`src/rtl/eqseq_pkg.sv`:
```
package eqseq_pkg;

  typedef enum logic [2:0] {
    ST_IDLE,
    ST_PH0,
    ST_PH1,
    ST_PH2,
    ST_PH3
  } eqState_t;

  // Strobes from the control FSM to the datapath
  typedef struct packed {
    logic       phaseClr;  // entering a new phase (or re-arm)
    logic       inPhase;   // sequence running
    logic [1:0] expEc;     // code that counts toward the pair
    logic [1:0] reqEc;     // code carried by requests in this phase
    logic       capFsLf;   // phase 1 capture window
    logic       tuneEn;    // this side's transmitter is being tuned
  } eqStrobe_t;

  // Status from the datapath back to the FSM
  typedef struct packed {
    logic pairHit;   // second consecutive matching set this cycle
    logic expired;   // per-phase cycle limit reached
  } eqStatus_t;

endpackage

```
`src/rtl/eqseq_ctrl.sv`:
```
module eqseq_ctrl
  import eqseq_pkg::*;
(
  input  logic       clk,
  input  logic       rst,
  input  logic       start,
  input  logic       rateOk,
  input  logic       roleDown,
  input  logic       qualLow,
  input  logic       qualHigh,
  input  eqStatus_t  sts,
  output eqStrobe_t  str,
  output logic [1:0] txEc,
  output logic       busy,
  output logic       done,
  output logic       fail
);

  eqState_t state, nxtState;
  logic     nxtDone, nxtFail;

  // Next-state logic: re-arm > advance > timeout
  always_comb begin
    nxtState = state;
    nxtDone  = done;
    nxtFail  = fail;
    unique case (state)
      ST_PH0: begin
        if (sts.pairHit && qualLow) nxtState = ST_PH1;
      end
      ST_PH1: begin
        if (sts.pairHit && qualLow) begin
          if (qualHigh) begin
            nxtState = ST_IDLE;
            nxtDone  = 1'b1;
          end else begin
            nxtState = ST_PH2;
          end
        end
      end
      ST_PH2: begin
        if (roleDown ? sts.pairHit : qualHigh) nxtState = ST_PH3;
      end
      ST_PH3: begin
        if (roleDown ? qualHigh : sts.pairHit) begin
          nxtState = ST_IDLE;
          nxtDone  = 1'b1;
        end
      end
      default: ;
    endcase
    if ((state != ST_IDLE) && (nxtState == state) && sts.expired) begin
      nxtState = ST_IDLE;
      nxtFail  = 1'b1;
    end
    if (start) begin
      nxtDone  = 1'b0;
      nxtFail  = 1'b0;
      nxtState = rateOk ? (roleDown ? ST_PH1 : ST_PH0) : ST_IDLE;
    end
  end

  always_ff @(posedge clk) begin
    if (rst) begin
      state <= ST_IDLE;
      done  <= 1'b0;
      fail  <= 1'b0;
    end else begin
      state <= nxtState;
      done  <= nxtDone;
      fail  <= nxtFail;
    end
  end

  // Strobe decode
  always_comb begin
    str          = '0;
    str.phaseClr = start || (nxtState != state);
    str.inPhase  = (state != ST_IDLE);
    str.capFsLf  = (state == ST_PH1);
    str.tuneEn   = ((state == ST_PH2) && roleDown) || ((state == ST_PH3) && !roleDown);
    unique case (state)
      ST_PH0:  begin str.expEc = 2'b01; str.reqEc = 2'b00; end
      ST_PH1:  begin str.expEc = 2'b01; str.reqEc = 2'b01; end
      ST_PH2:  begin str.expEc = 2'b11; str.reqEc = 2'b10; end
      ST_PH3:  begin str.expEc = 2'b00; str.reqEc = 2'b11; end
      default: begin str.expEc = 2'b00; str.reqEc = 2'b00; end
    endcase
  end

  always_comb begin
    unique case (state)
      ST_PH1:  txEc = 2'b01;
      ST_PH2:  txEc = 2'b10;
      ST_PH3:  txEc = 2'b11;
      default: txEc = 2'b00;
    endcase
  end

  assign busy = (state != ST_IDLE);

  // no rate, no sequence
  a_r2_no_rate: assert property (@(posedge clk) disable iff (rst)
    (start && !rateOk) |=> (!busy && !done && !fail));

  // role-dependent entry phase
  a_r3_entry: assert property (@(posedge clk) disable iff (rst)
    (start && rateOk) |=> (busy && (txEc == ($past(roleDown) ? 2'b01 : 2'b00))));

  // completion only out of phase 1 or phase 3
  a_r10_done_origin: assert property (@(posedge clk) disable iff (rst)
    $rose(done) |-> ($past(state) == ST_PH1 || $past(state) == ST_PH3));

  // failure only after the datapath flags expiry
  a_r11_fail_cause: assert property (@(posedge clk) disable iff (rst)
    $rose(fail) |-> $past(sts.expired));

  // phase 0 never advances without the low-quality threshold met
  a_r4_gate: assert property (@(posedge clk) disable iff (rst)
    (state == ST_PH0 && !qualLow && !start) |=> (state != ST_PH1));

  a_r13_exclusive: assert property (@(posedge clk) disable iff (rst)
    !(done && fail));

endmodule

```
`src/rtl/eqseq_dp.sv`:
```
module eqseq_dp
  import eqseq_pkg::*;
#(
  parameter int CW    = 6,
  parameter int PW    = 4,
  parameter int TMR_W = 16
) (
  input  logic             clk,
  input  logic             rst,
  input  eqStrobe_t        str,
  input  logic             rxValid,
  input  logic [1:0]       rxEc,
  input  logic             rxPresetReq,
  input  logic [PW-1:0]    rxPreset,
  input  logic [CW-1:0]    rxPre,
  input  logic [CW-1:0]    rxCur,
  input  logic [CW-1:0]    rxPost,
  input  logic [CW-1:0]    rxFs,
  input  logic [CW-1:0]    rxLf,
  input  logic             reqLegal,
  input  logic [TMR_W-1:0] toutLimit,
  output eqStatus_t        sts,
  output logic             txReject,
  output logic             appIsPreset,
  output logic [PW-1:0]    appPreset,
  output logic [CW-1:0]    appPre,
  output logic [CW-1:0]    appCur,
  output logic [CW-1:0]    appPost,
  output logic [CW-1:0]    partnerFs,
  output logic [CW-1:0]    partnerLf
);

  localparam logic [TMR_W-1:0] TMR_MAX = {TMR_W{1'b1}};

  logic [1:0]       pairCnt;
  logic [TMR_W-1:0] timer;
  logic             setMatch, reqHit, applyNow, rejectNow;

  assign setMatch  = rxValid && (rxEc == str.expEc);
  assign reqHit    = str.tuneEn && rxValid && (rxEc == str.reqEc);
  assign applyNow  = reqHit && reqLegal;
  assign rejectNow = reqHit && !reqLegal;

  assign sts.pairHit = setMatch && (pairCnt != 2'd0);
  assign sts.expired = str.inPhase && (timer == toutLimit);

  // Consecutive-set counter, saturating at two
  always_ff @(posedge clk) begin
    if (rst || str.phaseClr) begin
      pairCnt <= 2'd0;
    end else if (rxValid) begin
      if (!setMatch)             pairCnt <= 2'd0;
      else if (pairCnt != 2'd2)  pairCnt <= pairCnt + 2'd1;
    end
  end

  // Per-phase cycle timer
  always_ff @(posedge clk) begin
    if (rst || str.phaseClr)                 timer <= '0;
    else if (str.inPhase && timer != TMR_MAX) timer <= timer + 1'b1;
  end

  // Applied transmitter setting
  always_ff @(posedge clk) begin
    if (rst) begin
      appIsPreset <= 1'b0;
      appPreset   <= '0;
      appPre      <= '0;
      appCur      <= '0;
      appPost     <= '0;
    end else if (applyNow) begin
      if (rxPresetReq) begin
        appIsPreset <= 1'b1;
        appPreset   <= rxPreset;
      end else begin
        appIsPreset <= 1'b0;
        appPre      <= rxPre;
        appCur      <= rxCur;
        appPost     <= rxPost;
      end
    end
  end

  always_ff @(posedge clk) begin
    if (rst || str.phaseClr) txReject <= 1'b0;
    else if (applyNow)       txReject <= 1'b0;
    else if (rejectNow)      txReject <= 1'b1;
  end

  // Partner full-swing / low-frequency capture
  always_ff @(posedge clk) begin
    if (rst) begin
      partnerFs <= '0;
      partnerLf <= '0;
    end else if (str.capFsLf && rxValid && rxEc == 2'b01) begin
      partnerFs <= rxFs;
      partnerLf <= rxLf;
    end
  end

  // setting held whenever this side is not being tuned
  a_r12_app_hold: assert property (@(posedge clk) disable iff (rst)
    !str.tuneEn |=> $stable({appIsPreset, appPreset, appPre, appCur, appPost}));

  // an illegal request leaves the setting and raises reject
  a_r8_reject: assert property (@(posedge clk) disable iff (rst)
    (str.tuneEn && rxValid && rxEc == str.reqEc && !reqLegal)
      |=> (txReject && $stable({appIsPreset, appPreset, appPre, appCur, appPost})));

  // a legal coefficient request lands in the registers
  a_r7_coeff_apply: assert property (@(posedge clk) disable iff (rst)
    (str.tuneEn && rxValid && rxEc == str.reqEc && reqLegal && !rxPresetReq)
      |=> (!appIsPreset && appPre == $past(rxPre) && appCur == $past(rxCur)
           && appPost == $past(rxPost)));

  // a legal preset request keeps the coefficients
  a_r7_preset_apply: assert property (@(posedge clk) disable iff (rst)
    (str.tuneEn && rxValid && rxEc == str.reqEc && reqLegal && rxPresetReq)
      |=> (appIsPreset && appPreset == $past(rxPreset) && $stable(appPre)));

endmodule

```
`src/rtl/eqseq_top.sv`:
```
module eqseq_top
  import eqseq_pkg::*;
#(
  parameter int CW    = 6,
  parameter int PW    = 4,
  parameter int TMR_W = 16
) (
  input  logic             clk,
  input  logic             rst,
  input  logic             start,
  input  logic             rateOk,
  input  logic             roleDown,
  input  logic [TMR_W-1:0] toutLimit,
  input  logic             rxValid,
  input  logic [1:0]       rxEc,
  input  logic             rxPresetReq,
  input  logic [PW-1:0]    rxPreset,
  input  logic [CW-1:0]    rxPre,
  input  logic [CW-1:0]    rxCur,
  input  logic [CW-1:0]    rxPost,
  input  logic [CW-1:0]    rxFs,
  input  logic [CW-1:0]    rxLf,
  input  logic             reqLegal,
  input  logic             qualLow,
  input  logic             qualHigh,
  output logic [1:0]       txEc,
  output logic             txReject,
  output logic             appIsPreset,
  output logic [PW-1:0]    appPreset,
  output logic [CW-1:0]    appPre,
  output logic [CW-1:0]    appCur,
  output logic [CW-1:0]    appPost,
  output logic [CW-1:0]    partnerFs,
  output logic [CW-1:0]    partnerLf,
  output logic             busy,
  output logic             done,
  output logic             fail
);

  eqStrobe_t str;
  eqStatus_t sts;

  eqseq_ctrl uCtrl (
    .clk      (clk),
    .rst      (rst),
    .start    (start),
    .rateOk   (rateOk),
    .roleDown (roleDown),
    .qualLow  (qualLow),
    .qualHigh (qualHigh),
    .sts      (sts),
    .str      (str),
    .txEc     (txEc),
    .busy     (busy),
    .done     (done),
    .fail     (fail)
  );

  eqseq_dp #(.CW(CW), .PW(PW), .TMR_W(TMR_W)) uDp (
    .clk         (clk),
    .rst         (rst),
    .str         (str),
    .rxValid     (rxValid),
    .rxEc        (rxEc),
    .rxPresetReq (rxPresetReq),
    .rxPreset    (rxPreset),
    .rxPre       (rxPre),
    .rxCur       (rxCur),
    .rxPost      (rxPost),
    .rxFs        (rxFs),
    .rxLf        (rxLf),
    .reqLegal    (reqLegal),
    .toutLimit   (toutLimit),
    .sts         (sts),
    .txReject    (txReject),
    .appIsPreset (appIsPreset),
    .appPreset   (appPreset),
    .appPre      (appPre),
    .appCur      (appCur),
    .appPost     (appPost),
    .partnerFs   (partnerFs),
    .partnerLf   (partnerLf)
  );

endmodule

```
`config.mk`:
```
export PLATFORM = sky130hd
export DESIGN_NAME = eqseq_top
export DESIGN_NICKNAME = d
export VERILOG_FILES = /design/src/rtl/eqseq_pkg.sv /design/src/rtl/eqseq_ctrl.sv /design/src/rtl/eqseq_dp.sv /design/src/rtl/eqseq_top.sv
export SDC_FILE = /design/constraint.sdc
export NUM_CORES = 1
export LEC_CHECK = 0
export BUFFER_PORTS_ARGS = -buffer_cell sky130_fd_sc_hd__buf_4
export CAP_MARGIN = 30
export CORE_MARGIN = 1.5
export CORE_UTILIZATION = 40
export DETAILED_ROUTE_END_ITERATION = 7
export PLACE_DENSITY = 0.67
export SETUP_SLACK_MARGIN = 0.1
export SYNTH_ARGS = -nofsm -noshare
export SYNTH_HDL_FRONTEND = slang
export SYNTH_SLANG_ARGS = --single-unit
```
`constraint.sdc`:
```
create_clock -name clk -period 4.4 [get_ports clk]
set_input_delay 0.88 -clock clk [delete_from_list [all_inputs] [get_ports clk]]
set_output_delay 0.88 -clock clk [all_outputs]
set_load 0.005 [all_outputs]
```
==> results of run 1 <==
[through the flow]
stage	hold WS, ns	utilization, %
after floorplan	0.453	-
after global placement	0.446	52.4
after detailed placement	0.462	52.4
after CTS	0.471	55.9
after global routing	0.507	55.9
final	0.469	55.9
[cell usage after synthesis, drive strengths merged (2+ instances only)]
master and n:
nor2 67, dfxtp 59, mux2i 39, xor2 17, nand2 14, xnor2 14, a21oi 10, nand4 9
clkbuf 8, buf 6, nand3 6, a31oi 5, inv 5, nor2b 5, nor3 5, o21ai 5
and4 4, nand2b 4, and3 3, ha 3, nand3b 3, o21a 3, o22ai 3, a22oi 2
and2 2, nor4 2, o2111ai 2, o22a 2, or3 2
[worst paths after layout]
check	start	end	slack [ns]
hold reg to reg	uDp.appIsPreset	uDp.appIsPreset	0.47
setup reg to reg	uCtrl.state[1]	uDp.appCur[4]	1.56
setup / recovery	uCtrl.state[1]	uDp.appCur[4]	1.56
hold / removal	uDp.appIsPreset	uDp.appIsPreset	0.47
[layer usage]
metal	vias to the layer above	global-route usage [%]	share of wire, %
li1	1338	-	-
met1	1235	23.0	43
met2	75	31.2	51
met3	12	3.54	4.4
met4	0	8.95	1.6
met5	-	0	0
[cell type report]
cell class / count / area (sq um)
fillers: 685 / 3170
clock inverters: 7 / 124
flip-flops and latches: 59 / 1180
repair buffers: 102 / 766
inverters: 5 / 18.8
well taps: 99 / 124
multi-input cells: 247 / 1670
clock buffers: 9 / 124
[registers in the layout, indices dropped and copies added, names as in the netlist]
signal           count
uCtrl.state          3
uDp.appIsPreset      1
uCtrl.done           1
uDp.pairCnt          2
uDp.appPre           6
uDp.timer           16
uDp.appPreset        4
uDp.txReject         1
uDp.appCur           6
uDp.partnerLf        6
uCtrl.fail           1
uDp.partnerFs        6
uDp.appPost          6
[cells by family (layout without fill, tap and decap cells)]
group	count (synthesis)	after routing	share of synthesized area, %
mux	39	39	13.3
compound gates	43	43	10.8
simple gates	131	131	22.3
fa+ha+maj	3	3	1.28
buf+inv	19	123	2.90
xor+xnor	31	31	9.24
flops	59	59	40.2
[tightest hold or removal path, delay by kind of cell (launching register included)]
| family | cells | cell delay (ns) |
|---|---|---|
| AO/OA/AOI/OAI | 1 | 0.05 |
| AND/OR/NAND/NOR | 1 | 0.06 |
| flip-flops | 1 | 0.31 |
[power by group through the flow]
stage | combinational [W] | sequential, W | clock [W]
3_3_place_gp | 0.0000978 | 0.000554 | 0
3_5_place_dp | 0.0000989 | 0.000554 | 0
6_report | 0.0000987 | 0.000542 | 0.000606
4_1_cts | 0.0000993 | 0.000541 | 0.000623
2_1_floorplan | 0.0000460 | 0.000550 | 0
5_1_grt | 0.000108 | 0.000542 | 0.000646
==> summary.txt, run 1 <==
FMAX - 352 MHz
initial antenna violation count - 0
Total Routing Usage GR - 18.6%
Residual DRC - 0
setup TNS - 0 ns
row cnt - 31
worst rel slew slack - 52.0%
router iterations before antenna repair - 5
CP required - 4.61 ns
Final min period - 2.84 ns
Worst Path Max Fanout - 18
# H-tree levels - 3
Final ANT Viol Nets - 0
Root Driver - clkbuf_8
crit path kind - register to register
Core ar. - 7180 sq um
TritonCTS Buffers - 9
Post CTS Setup Buffer Count - 0
FF+latch count, synth - 59
static leakage - 1.73 nW
Final Setup Violations - 0
largest net degree at the start of global routing - 39
Slew Viols, Final - 0
nets - 489
fraction of layout cells with a size suffix above 1 - 29.4%
synthesized area per cell - 9.04 sq um
via count - 2660
first-pass GRT wire length - 11.4 mm
final WL - 7.21 mm
crit path capture type - register
DRT iter0 DRCs - 72
Worst Clk Skew - 0.0145 ns
Slowest cell on crit path - dfxtp_1
Syn Nets - 390
R2R cell count - 7
setup ws final - 1.56 ns
Placed Cells - 512
Peak VDD IR - 0.000173 V
internal power - 0.000972 W
unrepaired setup endpoints after global routing - false
Clk network pwr share - 48.6%
Hold Path Stages - 2
max_cap viols - 0
Crit path depth - 7
ys flop type - dfxtp_1
I/O pin total - 103
vias in the first global route - 2486
family with the most delay on the worst path - simple AND/OR/NAND/NOR gates
period utilization - 64.6%
cell taking the most area after synthesis - dfxtp_1
gpl congestion - 0.878
Area Growth Syn to Fin - 36.4%
crit start category - register
ant diodes - 0
top cell type's share of synthesized area - 40.2%
worst path buffer plus inverter count - 0
total grt overflow - 0
Power, Total - 0.00125 W
TritonCTS clock tree - built
CTS Sinks - 59
Die Span X - 88.7 um
Async SR Flop Fraction - 0%
Clock Tree Buf Depth - 2
worst-margin pin slew - 0.720 ns
post-place setup slack - 1.30 ns
post-CTS sizing - 0
Die ar. - 7870 sq um
Sw Ratio - 22.0%
CTS clk-pin slew, worst paths - 0.08 ns
sw power - 0.000274 W
mapped cell area - 2940 sq um
Post-CTS Hold Buffers - 0
top cells by area, synth - dfxtp_1, mux2i_1, nor2_1
Seq/Total Area, Yosys - 40.2%
cell area after placement - 3760 sq um
port bufs - 102
crit path cell chain - nor2b_1, nand2_1, nor3_1, o2111ai_1, nor2_4, mux2i_1, nor2_1
cells after synthesis - 325
outcome - finished clean
Post-synth EDFFs - 0
die height - 88.7 um
starting density of the core - 41.0%
Pwr per Cell Area - 311 nW/um^2
sequential share of power - 43.4%
Logic pwr share - 7.9%
most common cell after layout, fill and taps aside - buf_4
Tightest Hold Check Type - register to register
commonest non-fill, non-tap cells in the layout - buf_4, nor2_1, dfxtp_1
Clk Latency, worst-skew pair - 0.33 ns
WL per Instance - 13.7 um
Ys Warns - 0
DPL Wire Length - 5.45 mm
post-route insts no fill - 528
drt via density - 5.04
Finished Cell Area - 4010 sq um
slowest stage delay, CP - 0.64 ns
Final Hold Fails - 0
Yosys cell types - 51
Critical Path AT - 3.06 ns
No activity file was read; power rests on OpenSTA's default activity.
==> run 2: changes to the inputs <==
- clock period: 4.4 -> 3 ns (I/O delays scaled with it)
==> summary.txt, run 2 (same netlist as run 1, synthesis figures left out) <==
Die Span X - 88.7 um (unchanged)
port bufs - 102 (unchanged)
crit path cell chain - nor2_1, o211ai_1, a31oi_4, a2111oi_2, nand3b_1, nand4b_4, nor3_1
unrepaired setup endpoints after global routing - false
cell area after placement - 3780 sq um (+0.60%)
Final Setup Violations - 0 (unchanged)
DRT iter0 DRCs - 126 (+75%)
Worst Clk Skew - 0.00787 ns (-0.00667 ns)
final WL - 7.33 mm (+1.6%)
outcome - finished clean
FMAX - 401 MHz (+14%)
most common cell after layout, fill and taps aside - buf_4
Power, Total - 0.00155 W (+25%)
period utilization - 83.2% (+19 points)
Final Hold Fails - 0 (unchanged)
TritonCTS clock tree - built
origin of the critical flop-to-flop path - uCtrl.state[1]
most flop-heavy register - uDp.timer
DPL Wire Length - 5.50 mm (+0.92%)
worst rel slew slack - 53.1% (+1.1 points)
Peak VDD IR - 0.000270 V (+56%)
WL per Instance - 13.8 um (+1.2%)
Finished Cell Area - 3950 sq um (-1.4%)
crit path capture type - register
Final ANT Viol Nets - 0 (unchanged)
initial antenna violation count - 0 (unchanged)
vias in the first global route - 2577 (+3.7%)
area of the multi-input gates - 1670 sq um (unchanged)
Hold Path Stages - 2 (unchanged)
Total Routing Usage GR - 19.0% (+0.32 points)
slowest stage delay, CP - 0.50 ns (-0.14 ns)
Critical Path AT - 2.69 ns (-0.37 ns)
total grt overflow - 0 (unchanged)
max reg flops - 16 (unchanged)
# fillers - 685 (unchanged)
CP required - 3.20 ns (-1.41 ns)
R2R cell count - 7 (unchanged)
starting density of the core - 41.0% (unchanged)
crit path kind - register to register
reg2reg end - uDp.pairCnt[0]
largest net degree at the start of global routing - 39 (unchanged)
Area Growth Syn to Fin - 34.5%
Die ar. - 7870 sq um (unchanged)
worst-margin pin slew - 0.703 ns (-0.0172 ns)
critical hold path startpoint - uDp.appIsPreset
Clock Tree Buf Depth - 2 (unchanged)
router iterations before antenna repair - 4 (-1)
nets - 492 (+0.61%)
die height - 88.7 um (unchanged)
Tightest Hold Check Type - register to register
static leakage - 1.71 nW (-1.1%)
setup slack, reg-to-reg - 0.50 ns (-1.05 ns)
I/O pin total - 103 (unchanged)
via count - 2693 (+1.2%)
Pwr per Cell Area - 393 nW/um^2 (+26%)
CTS Sinks - 59 (unchanged)
gpl congestion - 0.930 (+5.9%)
CTS clk-pin slew, worst paths - 0.07 ns (about the same)
fraction of layout cells with a size suffix above 1 - 29.9% (+0.56 points)
Core ar. - 7180 sq um (unchanged)
Placed Cells - 515 (+0.59%)
Post-CTS Hold Buffers - 0 (unchanged)
crit start category - register
Slew Viols, Final - 0 (unchanged)
ant diodes - 0 (unchanged)
row cnt - 31 (unchanged)
post-route insts no fill - 530 (+0.38%)
Final min period - 2.50 ns (-0.348 ns)
post-place setup slack - 0.195 ns (-1.10 ns)
Worst Path Max Fanout - 19 (+1)
Slowest cell on crit path - dfxtp_2
Clk Latency, worst-skew pair - 0.32 ns (about the same)
setup ws final - 0.504 ns (-1.05 ns)
WHS Endpoint - uDp.appIsPreset
commonest non-fill, non-tap cells in the layout - buf_4, nor2_1, dfxtp_1
Residual DRC - 0 (unchanged)
TritonCTS Buffers - 9 (unchanged)
first-pass GRT wire length - 11.6 mm (+1.4%)
max_cap viols - 0 (unchanged)
# H-tree levels - 3 (unchanged)
setup TNS - 0 ns (unchanged)
drt via density - 5.08 (+0.86%)
Root Driver - clkbuf_8
sequential cell area - 1180 sq um (+0.11%)
run 2: cell types whose count changed in the layout (fill, tap and decap cells not counted), moves of 2 or more:
cell,change
buf_4,+3
inv_6,-2
bufinv_16,-3
clkinv_2,+3
run 2: through the flow:
stage / hold WS, ns / util (%)
final: 0.457 / 55.1
after global routing: 0.486 / 55.1
after CTS: 0.462 / 55.1
after detailed placement: 0.452 / 52.7
after global placement: 0.446 / 52.7
after floorplan: 0.453 / -
run 2: how the worst max path moves through the flow:
stage	from	end
detailed placement	rxEc[1]	uDp.pairCnt[0]
global placement	rxEc[1]	uDp.pairCnt[0]
CTS	uCtrl.state[1]	uDp.pairCnt[0]
global route	uCtrl.state[0]	uDp.pairCnt[0]
floorplan	rxEc[1]	uDp.timer[10]
finish	uCtrl.state[1]	uDp.pairCnt[0]
run 2: critical path, delay by kind of cell, from the launching register on:
family	cells	cell delay (ns)
and+or+nand+nor	4	0.72
DFF	1	0.50
AOI/OAI and AO/OA	3	1.15
run 2: report_power, final:
group          total (W)  internal (W)  switching, W
sequential      0.000792      0.000787    0.00000575
clock           0.000614      0.000313      0.000301
combinational   0.000149     0.0000822     0.0000664
total            0.00155       0.00118      0.000373
run 2: repair_timing:
action                                  CTS  global route
buffers inserted                          0             0
endpoints found under the setup margin    0             6
resized for setup                         0             1
run 2: final cells by class:
| cell class | instances | area share [%] |
|---|---|---|
| repair buffers | 105 | 19.9 |
| clock inverters | 5 | 0.759 |
| clock buffers | 10 | 3.48 |
| well taps | 99 | 3.13 |
| inverters | 5 | 0.475 |
| multi-input cells | 247 | 42.3 |
| flip-flops and latches | 59 | 29.9 |
run 2: metal layers:
metal  part of all wire (%)  vias up  global-route usage (%)
met5                      0        -                       0
met4                    1.8        0                    8.10
met3                    4.4       12                    3.92
met2                     49       76                    31.5
met1                     44     1258                    23.8
li1                       -     1347                       -
==> run 3: changes to the inputs <==
- ABC_AREA: unset -> 1
- PLACE_DENSITY: 0.67 -> 0.69
- clock period: 3 -> 2.15 ns (I/O delays scaled with it)
==> summary.txt, run 3 <==
die height - 90.6 um (+2.1%)
Sw Ratio - 28.1% (+4.1 points)
Ys Warns - 0 (unchanged)
starting density of the core - 41.8% (+0.87 points)
Residual DRC - 0 (unchanged)
final WL - 9.23 mm (+26%)
sequential share of power - 42.6% (-8.4 points)
ys flop type - dfxtp_1
total grt overflow - 0 (unchanged)
fraction of layout cells with a size suffix above 1 - 44.6% (+15 points)
setup ws final - -0.271 ns (-0.774 ns)
outcome - complete, but fails checks
# H-tree levels - 3 (unchanged)
row cnt - 31 (unchanged)
drt via density - 4.79 (-5.7%)
crit path capture type - register
via count - 3379 (+25%)
Slowest cell on crit path - dfxtp_4
router iterations before antenna repair - 4 (unchanged)
Tightest Hold Check Type - primary input to register
Pwr per Cell Area - 533 nW/um^2 (+36%)
worst path buffer plus inverter count - 4 (+4)
post-place setup slack - -0.308 ns (-0.502 ns)
most flop-heavy register - uDp.timer
static leakage - 2.19 nW (+28%)
initial antenna violation count - 0 (unchanged)
Worst Path Max Fanout - 6 (-13)
crit start category - register
max_cap viols - 0 (unchanged)
Clock Tree Buf Depth - 2 (unchanged)
Post-CTS Hold Buffers - 0 (unchanged)
most common cell after layout, fill and taps aside - buf_4
Final min period - 2.42 ns (-0.0756 ns)
Slew Viols, Final - 0 (unchanged)
Die Span X - 90.6 um (+2.1%)
Critical Path AT - 2.71 ns (+0.02 ns)
sw power - 0.000740 W (+98%)
cell taking the most area after synthesis - dfxtp_1
first-pass GRT wire length - 15.0 mm (+29%)
Final Hold Fails - 0 (unchanged)
CTS clk-pin slew, worst paths - 0.07 ns (about the same)
gpl congestion - 0.812 (-13%)
I/O pin total - 103 (unchanged)
max reg flops - 16 (unchanged)
failing checks - negative setup slack
slowest stage delay, CP - 0.37 ns (-0.13 ns)
Logic pwr share - 22.4% (+13 points)
commonest non-fill, non-tap cells in the layout - buf_4, nor2_1, dfxtp_1
Seq/Total Area, Yosys - 38.5% (-1.7 points)
DRT iter0 DRCs - 139 (+10%)
worst rel slew slack - 68.9% (+16 points)
worst-margin pin slew - 0.466 ns (-0.237 ns)
unrepaired setup endpoints after global routing - true
Async SR Flop Fraction - 0% (unchanged)
family with the most delay on the worst path - simple AND/OR/NAND/NOR gates
Yosys cell types - 30 (-41%)
port bufs - 102 (unchanged)
FF+latch count, synth - 59 (unchanged)
largest net degree at the start of global routing - 21 (-46%)
Syn Nets - 490 (+26%)
Clk Latency, worst-skew pair - 0.34 ns (+0.02 ns)
Clk network pwr share - 35.0% (-4.5 points)
FMAX - 413 MHz (+3.1%)
CTS Sinks - 59 (unchanged)
synthesized area per cell - 7.22 sq um (-20%)
crit path cell chain - inv_2, nand2_2, nand3_2, nand2_2, nor2_4, nand4_4, buf_4, a21oi_1, nor2_4, nand3_4, nand2_2, buf_6, nand3_2, nand2_2, nor2_4, buf_12, nand2_8, nor2_4
nets - 667 (+36%)
vias in the first global route - 3381 (+31%)
Area Growth Syn to Fin - 61.3%
Final Setup Violations - 21 (+21)
ant diodes - 0 (unchanged)
period utilization - 113% (+29 points)
top cells by area, synth - dfxtp_1, nor2_1, nand2_1
Die ar. - 8200 sq um (+4.2%)
Peak VDD IR - 0.000469 V (+74%)
WL per Instance - 13.1 um (-5.3%)
Core ar. - 7330 sq um (+2.2%)
Total Routing Usage GR - 22.8% (+3.8 points)
cells after synthesis - 425 (+31%)
crit path kind - register to register
Post-synth EDFFs - 0 (unchanged)
internal power - 0.00190 W (+61%)
setup slack, reg-to-reg - -0.27 ns (-0.77 ns)
Root Driver - clkbuf_8
DPL Wire Length - 6.30 mm (+15%)
top-count cell post-synth - nor2_1
TritonCTS clock tree - built
Final ANT Viol Nets - 0 (unchanged)
top cell type's share of synthesized area - 38.5% (-1.7 points)
mapped cell area - 3070 sq um (+4.3%)
Worst Clk Skew - 0.00863 ns (+0.000757 ns)
TritonCTS Buffers - 9 (unchanged)
commonest cells in the netlist - nor2_1, dfxtp_1, nand2_1
CP required - 2.44 ns (-0.76 ns)
setup TNS - -4.65 ns (-4.65 ns)
## run 3: cell count changes in the layout (fill, tap and decap cells not counted), sizes merged, moves of 9 or more
| cell | delta |
|---|---|
| a21oi | +9 |
| buf | +63 |
| o21ai | +37 |
| mux2i | -39 |
| nor2 | +34 |
| inv | +53 |
| nand2 | +52 |
| nand3 | +17 |
## run 3: logic make-up after synthesis
group,Yosys count,synth area share (%)
AO/OA/AOI/OAI,65,12.2
XOR/XNOR,24,6.85
adder cells (fa/ha/maj),3,1.22
buffers and inverters,69,9.06
flip-flops,59,38.5
AND/OR/NAND/NOR,205,32.2
## run 3: final cells by class
type	count	area [sq um]
fill	623	2380
multi-input combinational	301	1870
timing repair buffer	168	1320
sequential	59	1190
inverter	61	250
clock buffer	13	169
tap	99	124
timing repair inverter	2	13.8
clock inverter	2	10.0
## run 3: worst paths after layout
kind                           end  depth (start not counted)             start
setup / recovery      uDp.timer[4]                         18    uCtrl.state[0]
hold / removal      uDp.appPost[1]                          3         rxPost[1]
setup reg to reg      uDp.timer[4]                         18    uCtrl.state[0]
hold reg to reg   uDp.appPreset[1]                          2  uDp.appPreset[1]
## run 3: power by group through the flow
stage | Sequential (W) | Combinational, W | Clock (W)
after global placement | 0.00115 | 0.000435 | 0
after detailed placement | 0.00115 | 0.000442 | 0
after global routing | 0.00113 | 0.000639 | 0.000982
after floorplan | 0.00115 | 0.000216 | 0
final | 0.00112 | 0.000591 | 0.000922
after CTS | 0.00112 | 0.000536 | 0.000928
## run 3: worst register-to-register path: stages, from the launching register on
cell     delay, ns
dfxtp_4       0.37
inv_2         0.07
nand2_2       0.06
nand3_2       0.06
nand2_2       0.07
nor2_4        0.16
nand4_4       0.15
buf_4         0.17
a21oi_1       0.24
nor2_4        0.08
nand3_4       0.11
nand2_2       0.08
buf_6         0.12
nand3_2       0.06
nand2_2       0.07
nor2_4        0.15
buf_12        0.15
nand2_8       0.09
nor2_4        0.11
## run 3: per-stage QoR
stage | hold WS, ns | instance area [sq um] | util (%) | power (W) | cells
finish | 0.295 | 4950 | 67.5 | 0.00264 | 705
detailed placement | 0.440 | 4300 | 58.7 | 0.00159 | 667
floorplan | 0.440 | 3090 | - | 0.00136 | 425
CTS | 0.299 | 4750 | 64.8 | 0.00259 | 695
global route | 0.302 | 4950 | 67.5 | 0.00275 | 705
global placement | 0.436 | 4300 | 58.7 | 0.00158 | 667
## run 3: repair_timing
action,CTS,global route
pin swaps,8,20
setup endpoints to repair,42,45
endpoints found under the hold margin,0,0
cloned,4,3
gates resized for setup,40,43
setup buffers,9,7
## run 3: per-layer routing
layer / vias to the layer above / part of all wire [%] / GRT usage [%]
li1: 1704 / - / -
met1: 1541 / 42 / 26.3
met2: 107 / 49 / 38.8
met3: 27 / 5.7 / 5.56
met4: 0 / 3.3 / 12.0
met5: - / 0 / 0
